File: config.mk
export PLATFORM = sky130hd
export DESIGN_NAME = tiny_bus_datapath
export DESIGN_NICKNAME = d
export VERILOG_FILES = /design/src/rtl/busdp_pkg.sv /design/src/rtl/dp_reg.sv /design/src/rtl/dp_pc.sv /design/src/rtl/dp_ram.sv /design/src/rtl/dp_addsub.sv /design/src/rtl/tiny_bus_datapath.sv
export SDC_FILE = /design/constraint.sdc
export NUM_CORES = 1
export LEC_CHECK = 0
export BUFFER_PORTS_ARGS = -buffer_cell sky130_fd_sc_hd__buf_2
export CORE_MARGIN = 2
export CORE_UTILIZATION = 60
export CTS_BUF_LIST = sky130_fd_sc_hd__clkbuf_8
export CTS_CLUSTER_SIZE = 8
export DETAILED_ROUTE_END_ITERATION = 8
export MAX_ROUTING_LAYER = met4
export PLACE_DENSITY = 0.8
export SYNTH_ARGS = -nofsm -noshare
export SYNTH_HDL_FRONTEND = slang
export SYNTH_HIERARCHICAL = 1
export SYNTH_SLANG_ARGS = --single-unit
File: constraint.sdc
create_clock -name clk -period 2.8 [get_ports clk]
set_input_delay 0.14 -clock clk [delete_from_list [all_inputs] [get_ports clk]]
set_output_delay 0.14 -clock clk [all_outputs]
set_load 0.05 [all_outputs]
File: src/rtl/busdp_pkg.sv
package busdp_pkg;
   localparam int CW = 12;

   // External control word; field order is fixed by the bit positions a sequencer drives.
   typedef struct packed {
      logic pc_inc;     // bit 11
      logic pc_oe;      // bit 10
      logic mar_ld_n;   // bit 9
      logic ram_oe_n;   // bit 8
      logic ir_ld_n;    // bit 7
      logic ir_oe_n;    // bit 6
      logic acc_ld_n;   // bit 5
      logic acc_oe;     // bit 4
      logic alu_sub;    // bit 3
      logic alu_oe;     // bit 2
      logic b_ld_n;     // bit 1
      logic out_ld_n;   // bit 0
   } ctrl_t;
endpackage

File: src/rtl/dp_reg.sv
module dp_reg #(
   parameter int W = 8
) (
   input  logic         clk,
   input  logic         clr,
   input  logic         ld_n,
   input  logic [W-1:0] d,
   output logic [W-1:0] q
);
   always_ff @(posedge clk) begin
      if (clr)        q <= '0;
      else if (!ld_n) q <= d;
   end
endmodule

File: src/rtl/dp_pc.sv
module dp_pc #(
   parameter int W = 4
) (
   input  logic         clk,
   input  logic         clr,
   input  logic         inc,
   output logic [W-1:0] q
);
   always_ff @(posedge clk) begin
      if (clr)      q <= '0;
      else if (inc) q <= q + W'(1);
   end
endmodule

File: src/rtl/dp_ram.sv
module dp_ram #(
   parameter int DW = 8,
   parameter int AW = 4
) (
   input  logic          clk,
   input  logic          we,
   input  logic [AW-1:0] waddr,
   input  logic [DW-1:0] wdata,
   input  logic [AW-1:0] raddr,
   output logic [DW-1:0] rdata
);
   localparam int DEPTH = 1 << AW;

   logic [DW-1:0] mem [DEPTH];

   always_ff @(posedge clk) begin
      if (we) mem[waddr] <= wdata;
   end

   assign rdata = mem[raddr];
endmodule

File: src/rtl/dp_addsub.sv
module dp_addsub #(
   parameter int W            = 8,
   parameter bit SPLIT_ADDSUB = 1'b0
) (
   input  logic [W-1:0] a,
   input  logic [W-1:0] b,
   input  logic         sub,
   output logic [W-1:0] sum
);
   generate
      if (SPLIT_ADDSUB) begin : g_split
         // two carry chains, result chosen afterwards
         logic [W-1:0] s_add, s_sub;
         assign s_add = a + b;
         assign s_sub = a - b;
         assign sum   = sub ? s_sub : s_add;
      end else begin : g_shared
         // one carry chain: invert B and inject the carry
         logic [W-1:0] b_x;
         assign b_x = b ^ {W{sub}};
         assign sum = a + b_x + W'(sub);
      end
   endgenerate
endmodule

File: src/rtl/tiny_bus_datapath.sv
module tiny_bus_datapath
   import busdp_pkg::*;
#(
   parameter int DW           = 8,
   parameter int AW           = 4,
   parameter bit SPLIT_ADDSUB = 1'b0
) (
   input  logic          clk,
   input  logic          clr,
   input  logic [CW-1:0] ctrl,
   input  logic          prog_we,
   input  logic [AW-1:0] prog_addr,
   input  logic [DW-1:0] prog_data,
   output logic [DW-AW-1:0] opcode,
   output logic [DW-1:0] acc_q,
   output logic [DW-1:0] out_q,
   output logic [DW-1:0] bus_q
);
   localparam int OPW = DW - AW;

   generate
      if (AW < 1) begin : g_chk_aw
         $error("tiny_bus_datapath: AW must be at least 1");
      end
      if (DW <= AW) begin : g_chk_dw
         $error("tiny_bus_datapath: DW must exceed AW");
      end
   endgenerate

   ctrl_t cw;
   assign cw = ctrl_t'(ctrl);

   logic [AW-1:0] pc_q, mar_q;
   logic [DW-1:0] ir_q, b_q, ram_rd, alu_s;
   logic [DW-1:0] bus;

   dp_pc #(.W(AW)) u_pc (
      .clk(clk), .clr(clr), .inc(cw.pc_inc), .q(pc_q)
   );

   dp_reg #(.W(AW)) u_mar (
      .clk(clk), .clr(clr), .ld_n(cw.mar_ld_n), .d(bus[AW-1:0]), .q(mar_q)
   );

   dp_ram #(.DW(DW), .AW(AW)) u_ram (
      .clk(clk), .we(prog_we), .waddr(prog_addr), .wdata(prog_data),
      .raddr(mar_q), .rdata(ram_rd)
   );

   dp_reg #(.W(DW)) u_ir (
      .clk(clk), .clr(clr), .ld_n(cw.ir_ld_n), .d(bus), .q(ir_q)
   );

   dp_reg #(.W(DW)) u_acc (
      .clk(clk), .clr(clr), .ld_n(cw.acc_ld_n), .d(bus), .q(acc_q)
   );

   dp_reg #(.W(DW)) u_b (
      .clk(clk), .clr(clr), .ld_n(cw.b_ld_n), .d(bus), .q(b_q)
   );

   dp_reg #(.W(DW)) u_out (
      .clk(clk), .clr(clr), .ld_n(cw.out_ld_n), .d(bus), .q(out_q)
   );

   dp_addsub #(.W(DW), .SPLIT_ADDSUB(SPLIT_ADDSUB)) u_alu (
      .a(acc_q), .b(b_q), .sub(cw.alu_sub), .sum(alu_s)
   );

   // AND-OR merge: each enabled source contributes, idle bus is zero
   always_comb begin
      bus = '0;
      if (cw.pc_oe)     bus = bus | {{OPW{1'b0}}, pc_q};
      if (!cw.ram_oe_n) bus = bus | ram_rd;
      if (!cw.ir_oe_n)  bus = bus | {{OPW{1'b0}}, ir_q[AW-1:0]};
      if (cw.acc_oe)    bus = bus | acc_q;
      if (cw.alu_oe)    bus = bus | alu_s;
   end

   assign bus_q  = bus;
   assign opcode = ir_q[DW-1:AW];
endmodule

==> run metrics <==
syn nets 462; Synth async-reset ratio 0; placer congestion estimate 0.918; critical path capture point type output port; post-synthesis cell area 7030 µm²; Top Usage Layer GRT met2; CTS Sinks 168; Startpoint Class register; Tcrit/Tclk final 1.00; CTS H-Tree Depth 4; Hold Path Origin ctrl[11]; unrepaired setup endpoints after global routing yes; Period minus WS final 2.80 ns; drt wl/cell 22.4 µm; Pleak 3.05 nW; largest net degree at the start of global routing 42; Slowest-stage cell, CP mux4_2; met1 Use GR 0.310; PwrDens 886 nW/µm²; total number of vias 4,143; CP Max Fanout 6; number of max-cap violations 0; Unique masters post-synth 46; Post-synth EDFFs 128; R2R Path Start u_mar/q[0]; status finished with violations; Avg Vias per Cell 6.21; mean area per synthesized cell 16.5 µm²; Overflow after GRT 0; Setup WS pre-CTS 0.108 ns; #FFs+latches synth 168; worst vdd rail ir drop 1140 µV; final setup margin -0.00182 ns; Mapped Cells 427; number of hold buffers added after CTS 0; DR pass1 iterations 5; met3 Track Usage GR 0.0524; Min-Delay Path Class in -> reg; cell taking the most area after synthesis edfxtp_1; final wirelength 15,000 µm; Layout area overhead 16.3%; io pins 55; total track usage 0.250; Inserted Diodes 0; Worst path top cell family by delay compound AO/OA/AOI/OAI gates; root buffer cell clkbuf_8; Die Ht 112 µm; nets 546; Synth Flop Type edfxtp_1; Cell Chain, Critical Path buf_12 > mux4_2 > a22oi_2 > nand2_1 > a222oi_1 > nand2_2 > buf_8; Worst-path clk slew 0.08 ns; Rel. slew slack 0.395; arrival time at the worst endpoint 2.66 ns; WHS 0.0319 ns; TNS Setup -0.00182 ns; Antenna Nets Post-Route 0; Synth Warn # 6; Max Transition Viols Final 0; CP peak stage delay 0.54 ns; DR DRC count 0; 1st-iter DRT viols 456; share of cells above drive strength 1 0.345; post-DP HPWL 9410 µm; initial antenna violation count 0; Die ar. 12,600 µm²; CP Data Required Time 2.66 ns; Placeable Area 11,400 µm²; CTS tree done; share of the synthesized area in the top cell type 0.547; top cells by area, synth edfxtp_1 55%, dfxtp_1 11%, mux4_2 5.8%; worst path bufs/invs 2; vias in the first global route 4,016; met2 usage 0.412; clk buf depth 2; Horiz. Die Dim 112 µm; achievable frequency 0.357 GHz; final setup fails 1; first-pass GRT wire length 22,400 µm; number of placement rows 39; Setup CP Type reg -> out; Worst-Margin Slew 0.905 ns; Buffers on Ports 54; Clock Skew 0.00633 ns; Clk Latency, worst-skew pair 0.44 ns; Initial Util 0.616; CP startpoint u_mar/q[0]; Fin. Hold Viols 0; Num CTS Buffers 17; fill count 727; sequential-to-total area share from yosys stat 0.661; failing checks negative setup slack
==> path summary, 6_finish.rpt <==
kind / endpoint / slack [ns] / cells past startpoint
min reg2reg: u_out/q[6] / 0.50 / 2
max reg2reg: u_ir/q[2] / 0.11 / 11
min: u_pc/q[2] / 0.03 / 3
max: bus_q[1] / -0.002 / 7
==> state kept, by name (all words and copies together), names as in the netlist <==
register   count
u_out/q        8
u_mar/q        4
u_ir/q         8
u_pc/q         4
u_acc/q        8
u_ram/mem    128
u_b/q          8
==> Yosys cell counts, types with 2 or more instances <==
cell type / count
edfxtp_1: 128
nor2_1: 53
dfxtp_1: 40
mux2i_1: 37
a22oi_1: 24
mux4_2: 18
mux4_1: 14
nand2_1: 13
buf_6: 9
xor2_1: 8
ha_1: 7
xnor2_1: 7
inv_1: 6
buf_2: 5
a222oi_1: 4
buf_1: 4
nand3b_1: 4
nor2b_1: 4
nor3_1: 4
a21oi_1: 3
clkdlybuf4s25_2: 3
o21ai_1: 3
and4_1: 2
mux2_4: 2
nand2b_1: 2
nand3_1: 2
o21ai_0: 2
==> cell usage in the layout (no fill, tap or decap), types with 8 or more instances in the layout <==
cell type and n:
inv_1 8, edfxtp_1 128, a22oi_1 14, nand2_1 9, clkbuf_8 17, dfxtp_1 36, mux2i_1 37, buf_2 46
a22oi_2 10, mux4_2 28, nor2_1 53, buf_4 29
==> report_power, final <==
| group | leakage, nW | internal, mW | switching [mW] |
|---|---|---|---|
| sequential | 1.49 | 2.85 | 0.131 |
| clock | 0.198 | 0.868 | 0.823 |
| combinational | 1.36 | 1.05 | 1.52 |
==> repair_timing <==
action                     CTS  global route
setup endpoints to repair    8             7
setup buffers                5            15
gates cloned                 1             0
pin swaps                    9            21
resized for setup           37            28
==> per-layer routing <==
| metal | share of wire | wire length, µm | vias to the layer above |
|---|---|---|---|
| li1 | - | - | 1828 |
| met1 | 0.39 | 5820 | 2079 |
| met2 | 0.52 | 7780 | 201 |
| met3 | 0.067 | 1010 | 35 |
| met4 | 0.024 | 357 | 0 |
| met5 | 0 | 0 | - |
==> final cells by class <==
type	count	area (µm²)	share of cell area
Timing Repair Buffer	88	656	0.0802
Sequential cell	168	4650	0.569
Tap cell	143	179	0.0219
Inverter	7	26.3	0.00321
Clock buffer	17	234	0.0286
Multi-Input combinational cell	229	2270	0.277
Clock inverter	15	161	0.0197
==> cells by family after synthesis <==
kind of cell | share of synthesized area
compound gates | 0.0489
xor+xnor | 0.0187
fa+ha+maj | 0.0153
buf+inv | 0.0299
flops | 0.661
mux | 0.167
simple gates | 0.0595
==> through the flow <==
| step | power (mW) | util | area [µm²] | std cells |
|---|---|---|---|---|
| detailed placement | 5.07 | 0.650 | 7430 | 614 |
| global route | 7.52 | 0.716 | 8180 | 667 |
| global placement | 5.03 | 0.650 | 7430 | 614 |
| finish | 7.24 | 0.716 | 8180 | 667 |
| floorplan | 4.56 | - | 7040 | 427 |
| CTS | 6.98 | 0.699 | 7980 | 652 |
==> worst min-delay path, cell delays in order <==
cell and delay (ns):
buf_2 0.14, nand3b_1 0.09, a21oi_1 0.06
Note: power is estimated with default switching activity, not from simulation.
